**config.mk**
```make
export PLATFORM = sky130hd
export DESIGN_NAME = offset_cal_ctrl
export DESIGN_NICKNAME = d
export VERILOG_FILES = /design/src/rtl/offcal_pkg.sv /design/src/rtl/offcal_sync.sv /design/src/rtl/offcal_settle.sv /design/src/rtl/offcal_stepper.sv /design/src/rtl/offcal_reversal.sv /design/src/rtl/offset_cal_ctrl.sv
export SDC_FILE = /design/constraint.sdc
export NUM_CORES = 1
export LEC_CHECK = 0
export BUFFER_PORTS_ARGS = -buffer_cell sky130_fd_sc_hd__buf_4
export CAP_MARGIN = 30
export CORE_ASPECT_RATIO = 0.9
export CORE_MARGIN = 5
export CORE_UTILIZATION = 57
export CTS_CLUSTER_DIAMETER = 120
export CTS_CLUSTER_SIZE = 28
export DETAILED_ROUTE_END_ITERATION = 12
export PLACE_DENSITY = 0.86
export SLEW_MARGIN = 20
export SYNTH_ARGS = -nofsm -noshare
export SYNTH_HDL_FRONTEND = slang
export SYNTH_SLANG_ARGS = --single-unit
```
**constraint.sdc**
```tcl
create_clock -name clk -period 4 [get_ports clk]
set_clock_uncertainty 0.1 [all_clocks]
set_input_delay 0.8 -clock clk [delete_from_list [all_inputs] [get_ports clk]]
set_output_delay 0.8 -clock clk [all_outputs]
set_load 0.005 [all_outputs]
```
**src/rtl/offcal_pkg.sv**
```systemverilog
package offcal_pkg;

    // Controller sequencing state.
    typedef enum logic [0:0] {
        ST_IDLE   = 1'b0,
        ST_SETTLE = 1'b1
    } cal_state_e;

    // How a decision finishes the calibration, if at all.
    typedef enum logic [1:0] {
        END_NONE = 2'd0,
        END_CONV = 2'd1,
        END_SAT  = 2'd2,
        END_TMO  = 2'd3
    } cal_end_e;

    // Conditions evaluated on each decision.
    typedef struct packed {
        logic converge;   // reversal run reached target
        logic at_limit;   // requested step leaves the code range
        logic budget_out; // step budget exhausted
    } verdict_t;

    // Priority: convergence, then saturation, then timeout.
    function automatic cal_end_e pick_end(input verdict_t v);
        cal_end_e r;
        if (v.converge)        r = END_CONV;
        else if (v.at_limit)   r = END_SAT;
        else if (v.budget_out) r = END_TMO;
        else                   r = END_NONE;
        return r;
    endfunction

endpackage

```
**src/rtl/offcal_sync.sv**
```systemverilog
module offcal_sync #(
    parameter int STAGES = 2
) (
    input  logic clk,
    input  logic rst,
    input  logic d,
    output logic q
);
    logic [STAGES-1:0] chain;

    generate
        if (STAGES == 1) begin : g_single
            always_ff @(posedge clk) begin
                if (rst) chain <= '0;
                else     chain <= d;
            end
        end else begin : g_multi
            always_ff @(posedge clk) begin
                if (rst) chain <= '0;
                else     chain <= {chain[STAGES-2:0], d};
            end
        end
    endgenerate

    assign q = chain[STAGES-1];
endmodule

```
**src/rtl/offcal_settle.sv**
```systemverilog
module offcal_settle #(
    parameter int CNT_W = 16
) (
    input  logic             clk,
    input  logic             rst,
    input  logic             restart,
    input  logic             run,
    input  logic [CNT_W-1:0] limit,
    output logic             expired
);
    logic [CNT_W-1:0] cnt;

    assign expired = (cnt == limit);

    always_ff @(posedge clk) begin
        if (rst || restart) begin
            cnt <= '0;
        end else if (run && !expired) begin
            cnt <= cnt + 1'b1;
        end
    end
endmodule

```
**src/rtl/offcal_stepper.sv**
```systemverilog
module offcal_stepper #(
    parameter int CODE_W = 16
) (
    input  logic              clk,
    input  logic              rst,
    input  logic              init,
    input  logic              step,
    input  logic              up,
    output logic [CODE_W-1:0] code,
    output logic              at_top,
    output logic              at_bot
);
    localparam logic [CODE_W-1:0] MID_CODE = {1'b1, {(CODE_W-1){1'b0}}};

    assign at_top = (code == {CODE_W{1'b1}});
    assign at_bot = (code == '0);

    always_ff @(posedge clk) begin
        if (rst || init) begin
            code <= MID_CODE;
        end else if (step) begin
            if (up) code <= code + 1'b1;
            else    code <= code - 1'b1;
        end
    end
endmodule

```
**src/rtl/offcal_reversal.sv**
```systemverilog
module offcal_reversal #(
    parameter int REV_W = 4
) (
    input  logic             clk,
    input  logic             rst,
    input  logic             clear,
    input  logic             decide,
    input  logic             dir,
    input  logic [REV_W-1:0] target,
    output logic             converge
);
    logic             have_dir;
    logic             prev_dir;
    logic [REV_W-1:0] run_cnt;
    logic             reversed;
    logic [REV_W-1:0] run_next;

    assign reversed = have_dir && (dir != prev_dir);

    always_comb begin
        if (!reversed)                 run_next = '0;
        else if (run_cnt == '1)        run_next = run_cnt;
        else                           run_next = run_cnt + 1'b1;
    end

    assign converge = reversed && (run_next >= target);

    always_ff @(posedge clk) begin
        if (rst || clear) begin
            have_dir <= 1'b0;
            prev_dir <= 1'b0;
            run_cnt  <= '0;
        end else if (decide) begin
            have_dir <= 1'b1;
            prev_dir <= dir;
            run_cnt  <= run_next;
        end
    end
endmodule

```
**src/rtl/offset_cal_ctrl.sv**
```systemverilog
module offset_cal_ctrl
    import offcal_pkg::*;
#(
    parameter int CODE_W      = 16,
    parameter int SETTLE_W    = 16,
    parameter int STEP_W      = 16,
    parameter int REV_W       = 4,
    parameter int SYNC_STAGES = 2
) (
    input  logic                clk,
    input  logic                rst,
    input  logic                start,
    input  logic                comp_in,
    input  logic [SETTLE_W-1:0] cfg_settle,
    input  logic [STEP_W-1:0]   cfg_max_steps,
    input  logic [REV_W-1:0]    cfg_rev_target,
    output logic [CODE_W-1:0]   dac_code,
    output logic                dac_load,
    output logic                busy,
    output logic                done,
    output logic                saturated,
    output logic                timeout
);
    cal_state_e        state;
    logic              comp_s;
    logic              settle_hit;
    logic              at_top;
    logic              at_bot;
    logic              converge;
    logic [STEP_W-1:0] step_cnt;
    logic              launch;
    logic              decide;
    logic              move;
    verdict_t          verdict;
    cal_end_e          ending;

    offcal_sync #(.STAGES(SYNC_STAGES)) u_sync (
        .clk (clk),
        .rst (rst),
        .d   (comp_in),
        .q   (comp_s)
    );

    assign launch = (state == ST_IDLE) && start;
    assign decide = (state == ST_SETTLE) && settle_hit;

    assign verdict.converge   = converge;
    assign verdict.at_limit   = comp_s ? at_top : at_bot;
    assign verdict.budget_out = (step_cnt == cfg_max_steps);
    assign ending             = pick_end(verdict);
    assign move               = decide && (ending == END_NONE);

    offcal_settle #(.CNT_W(SETTLE_W)) u_settle (
        .clk     (clk),
        .rst     (rst),
        .restart (launch || move),
        .run     (state == ST_SETTLE),
        .limit   (cfg_settle),
        .expired (settle_hit)
    );

    offcal_stepper #(.CODE_W(CODE_W)) u_step (
        .clk    (clk),
        .rst    (rst),
        .init   (launch),
        .step   (move),
        .up     (comp_s),
        .code   (dac_code),
        .at_top (at_top),
        .at_bot (at_bot)
    );

    offcal_reversal #(.REV_W(REV_W)) u_rev (
        .clk      (clk),
        .rst      (rst),
        .clear    (launch),
        .decide   (decide),
        .dir      (comp_s),
        .target   (cfg_rev_target),
        .converge (converge)
    );

    assign busy = (state == ST_SETTLE);

    always_ff @(posedge clk) begin
        if (rst) begin
            state     <= ST_IDLE;
            dac_load  <= 1'b0;
            done      <= 1'b0;
            saturated <= 1'b0;
            timeout   <= 1'b0;
            step_cnt  <= '0;
        end else begin
            dac_load <= launch || move;
            done     <= 1'b0;
            if (launch) begin
                state     <= ST_SETTLE;
                saturated <= 1'b0;
                timeout   <= 1'b0;
                step_cnt  <= '0;
            end else if (decide) begin
                if (move) begin
                    step_cnt <= step_cnt + 1'b1;
                end else begin
                    state <= ST_IDLE;
                    unique case (ending)
                        END_CONV: done      <= 1'b1;
                        END_SAT:  saturated <= 1'b1;
                        END_TMO:  timeout   <= 1'b1;
                        default:  ;
                    endcase
                end
            end
        end
    end
endmodule

```
# Word level (Yosys, flattened, before mapping)
# Cells that the tools add are included.
[word_totals]
ff_bits = 61
in_bits = 40
output_inout_bits = 21
elab_cells = 60
[classes]
n_addsub = 5
n_lt_le_gt_ge = 1
n_eq_ne = 9
n_mux = 11
n_bitwise = 3
reduce_logical = 19
[ops]
columns = ["op", "count"]
rows = [
  ["$add A16 B1 Y16 const B", 3],
  ["$eq A16 B16 Y1", 2],
  ["$eq A16 B16 Y1 const B", 1],
  ["$logic_not A16 Y1", 1],
  ["$mux W16", 1],
  ["$sub A16 B1 Y16 const B", 1],
  ["$mux W4", 2],
  ["$logic_and A1 B1 Y1", 6],
  ["$mux W2", 3],
  ["$reduce_and A3 Y1", 2],
  ["$mux W1", 5],
  ["$add A4 B1 Y4 const B", 1],
  ["$eq A2 B2 Y1 const B", 2],
  ["$eq A4 B4 Y1 const B", 1],
  ["$ge A4 B4 Y1", 1],
  ["$reduce_and A2 Y1", 2],
  ["$reduce_or A4 Y1", 1],
  ["$logic_or A1 B1 Y1", 3],
  ["$not A1 Y1", 3],
  ["$eq A2 B1 Y1 const B", 1],
  ["$logic_not A2 Y1", 1],
  ["$ne A2 B2 Y1 const B", 1],
  ["$reduce_bool A2 Y1", 1],
  ["$reduce_or A2 Y1", 1],
  ["2 further kinds", 2],
]

# Longest topological paths before layout
[depth]
ltp_word = 11
mapped_depth = 14
depth_no_buf = 12

# Modules after synthesis
# Synthesis repeated with hierarchy kept, for this count alone.
[hier_totals]
hier_cells = 511
hier_area_um2 = 4150.2
[by_module_without_submodules]
columns = ["mod", "instances", "cells_per_inst", "area_per_inst_um2", "seq_area_each_um2"]
rows = [
  ["offcal_stepper", 1, 185, 1435.1, 320.3],
  ["offset_cal_ctrl", 1, 147, 1212.4, 420.4],
  ["offcal_settle", 1, 119, 996.0, 320.3],
  ["offcal_reversal", 1, 56, 454.2, 120.1],
  ["offcal_sync", 1, 4, 52.6, 40.0],
]

# Least setup slack after synthesis
# Ideal clock, no wire load.
[synth_path]
kind = "reg2reg"
start = "register u_rev.run_cnt[0]"
end = "register step_cnt[13]"
setup_ns = 0.070
t_arrival_ns = 2.950
required_time_ns = 3.830
path_slack_ns = 0.879
stages_incl_launch_ff = 14
n_path_buf = 1
synth_period_minus_slack_ns = 3.121
cell_sequence = "dfxtp_1 -> ha_1 -> nand3_1 -> xor2_1 -> nand3_1 -> ha_1 -> nand2b_1 -> a21o_1 -> a211o_1 -> a211oi_4 -> nand4_2 -> buf_6 -> or3_1 -> a21oi_1"
[synth_between]
elab_chain_len = 9
elab_cells_between_ends = 10
classes_between = "1 x add/sub; 1 x order compare; 1 x eq/ne; 3 x mux; 4 x reduce/logical"
[synth_lines]
columns = ["element", "line", "source"]
rows = [
  ["start: declaration", "offcal_reversal.sv:14", "logic [REV_W-1:0] run_cnt;"],
  ["start signal: assignment", "offcal_reversal.sv:36", "run_cnt <= run_next;"],
  ["$add A4 B1 Y4 / $eq A4 B4 Y1 (equally long branches)", "offcal_reversal.sv:23, offcal_reversal.sv:22", ""],
  ["$mux W4 *", "offcal_reversal.sv:22", "else if (run_cnt == '1) run_next = run_cnt;"],
  ["$mux W4 *", "offcal_reversal.sv:21", "if (!reversed) run_next = '0;"],
  ["$ge A4 B4 Y1 *", "offcal_reversal.sv:26", "assign converge = reversed && (run_next >= target);"],
  ["$logic_and A1 B1 Y1 *", "offcal_reversal.sv:26", ""],
  ["$mux W2 *", "offcal_pkg.sv:27", "if (v.converge) r = END_CONV;"],
  ["$logic_not A2 Y1 *", "offset_cal_ctrl.sv:51", "assign move = decide && (ending == END_NONE);"],
  ["$logic_and A1 B1 Y1 *", "offset_cal_ctrl.sv:51", ""],
  ["$reduce_and A2 Y1 (no source line) *", "-", ""],
  ["end signal: assignment", "offset_cal_ctrl.sv:103", "step_cnt <= step_cnt + 1'b1;"],
  ["end: declaration", "offset_cal_ctrl.sv:30", "logic [STEP_W-1:0] step_cnt;"],
]
# Mark *: on every way between the ends. The rest lies on a longest branch, timed or not.
# A chain may end at the register's enable or synchronous reset.

# Worst setup path after layout
# Ends and elaborated chain as after synthesis.

==> results.md <==
- Final wirelength: 8980 um
- Vias per cell: 5.84
- First-pass GRT wire length: 15000 um
- Layout cells sized above 1: 17.8%
- Root buf cell: clkbuf_8
- Die area: 8230 sq um
- RSZ-0062 raised after global routing: no
- Setup Total Neg Slack: 0 ps
- Main synth FF type: dfxtp_1
- Pre-antenna DRT Iters: 5
- Vias: 3534
- Post-CTS sizing: 0
- CP peak stage delay: 450 ps
- Initial Utilization: 59.7%
- Finished Core Util: 71.7%
- GPL Wtd Cong: 0.942
- Detail Route Antenna Nets: 0
- Final Hold Slack: 337 ps
- Min Clock Period, post-route: 3540 ps
- Crit path required time: 4160 ps
- Total GRT Usage: 22.3%
- Number of flops mapped to enable cells by yosys: 0
- DRC: 0
- Top cells by area, synth: dfxtp_1 33%, xnor2_1 8.0%, ha_1 7.1%
- Number of synthesized register bits: 61
- Setup violations, final: 0
- Max-cap violation count: 0
- Layout net count: 575
- Final Instance Count excl. Fillers: 605
- CP Cell Sequence: ha_1 -> nand3_1 -> xor2_1 -> nand3_1 -> ha_1 -> nand2b_1 -> a21o_1 -> a211o_1 -> a211oi_4 -> nand4_2 -> or3_1 -> a21oi_1
- CTS H-tree depth: 3
- Wire per inst: 14.8 um
- Status: complete, no violations
- Leading cell type in the layout, fill and taps excluded: buf_4
- Chip Height: 86.6 um
- CP Capture Type: flop
- Clock latency on the worst-skew pair: 330 ps
- Post-synth net total: 512
- Setup Buffers After CTS: 0
- I/O Buffers: 60
- CTS sink cnt: 61
- CP Launch Type: flop
- CTS clk-pin slew, worst paths: 70 ps
- Rows: 27
- Async set-reset flop share out of synthesis: 0%
- Final slew viol count: 0
- Clk buf depth: 2
- Detailed placement HPWL: 6630 um
- CP max stage cell: or3_1
- Synth unique cells: 46
- # hold bufs at CTS: 0
- Final period utilization: 88.4%
- Antenna violations before repair: 0
- Biggest area consumer among synthesized cells: dfxtp_1
- Yosys warning count: 0
- Fin. Hold Viols: 0
- Synth top area share: 32.9%
- Register area share after synthesis: 32.9%
- HP Class: flop to flop
- Largest net degree at the start of global routing: 26
- VDD IR-drop max: 0.201 mV
- Setup CP Type: flop to flop
- Core area: 6220 sq um
- Power per Cell Area: 290 nW/um^2
- Die width: 95.1 um
- DRT iter0 DRCs: 294
- Pleak: 1.77 nW
- Placed Cells: 588
- Mapped cell area: 3710 sq um
- # diodes: 0
- IO Pins: 61
- Mapped Cells: 450
- Overflow after GRT: 0
- Number of CTS-inserted buffers: 9
- Worst EP arrival: 3700 ps
- Top achievable clock speed: 283 MHz
- Vias in the first global route: 3408
- Worst slew pin tran: 596 ps
- Worst rel slew slack: 60.3%
- Most frequent cells in the layout: 63 x buf_4, 61 x dfxtp_1, 50 x nand2_1, 47 x nor2_1, 42 x a21oi_1
- CTS tree: yes
- Syn Area/Cell: 8.25 sq um
- CP max FO: 13
- P&R area growth vs syn: 20.0%
==> power breakdown <==
group,internal [W],switching [W]
clock,0.000322,0.000247
combinational,0.0000543,0.0000556
sequential,0.000610,0.00000369
==> cells by family (layout without fill, tap and decap cells) <==
| kind of cell | after synthesis | count (layout) | synth area share (%) |
|---|---|---|---|
| simple gates | 181 | 181 | 24.7 |
| xor+xnor | 62 | 62 | 14.6 |
| buf+inv | 25 | 93 | 3.07 |
| compound gates | 93 | 93 | 15.5 |
| fa+ha+maj | 22 | 22 | 7.61 |
| mux | 6 | 6 | 1.62 |
| flops | 61 | 61 | 32.9 |
==> path summary, 6_finish.rpt <==
check	startpoint	to	slack (ps)	cells after the start
worst max-delay path	u_rev.run_cnt[0]	step_cnt[13]	460	12
worst min-delay path	u_sync.chain[0]	u_sync.chain[1]	340	1
worst max register to register	u_rev.run_cnt[0]	step_cnt[13]	460	12
worst min register to register	u_sync.chain[0]	u_sync.chain[1]	340	1
==> cell usage after synthesis, types with 7 or more instances <==
| cell | instances |
|---|---|
| dfxtp_1 | 61 |
| nand2_1 | 50 |
| nor2_1 | 47 |
| a21oi_1 | 42 |
| xnor2_1 | 34 |
| xor2_1 | 28 |
| ha_1 | 21 |
| nand4_1 | 17 |
| o21ai_0 | 17 |
| inv_1 | 13 |
| nand3_1 | 12 |
| nor3_1 | 11 |
| or3_1 | 10 |
| a21o_1 | 7 |
| nor4_1 | 7 |
==> per-stage QoR <==
| stage | cell area, sq um | worst slack, ps | total power (W) |
|---|---|---|---|
| floorplan | 3710 | 879 | 0.000686 |
| global placement | 4230 | 670 | 0.000730 |
| detailed placement | 4230 | 499 | 0.000734 |
| CTS | 4440 | 477 | 0.00129 |
| global route | 4460 | 220 | 0.00135 |
| finish | 4460 | 463 | 0.00129 |
==> area by class of cell <==
cell class / instances / area (sq um)
multi-input cells: 364 / 2380
fillers: 503 / 1760
repair buffers: 64 / 488
well taps: 87 / 109
flip-flops and latches: 61 / 1220
clock buffers: 11 / 151
inverters: 13 / 48.8
clock inverters: 5 / 58.8
==> state kept, by name, summed over array words and instances, names as in the netlist <==
register	flops
busy	1
dac_load	1
done	1
saturated	1
step_cnt	16
timeout	1
u_rev.have_dir	1
u_rev.prev_dir	1
u_rev.run_cnt	4
u_settle.cnt	16
u_step.code	16
u_sync.chain	2
==> worst max-delay path, delay by kind of cell (launching register included) <==
kind,cells,cell delay [ps]
compound gates,4,1050
fa+ha+maj,2,520
xor+xnor,1,180
flops,1,420
simple gates,5,1210
==> per-layer routing <==
layer / track usage, % / part of all wire (%) / vias to the layer above
li1: - / - / 1732
met3: 3.73 / 5.4 / 30
met1: 28.1 / 44 / 1642
met4: 7.08 / 2.2 / 0
met5: 0 / 0 / -
met2: 38.6 / 48 / 130
No activity file was read; power rests on OpenSTA's default activity.
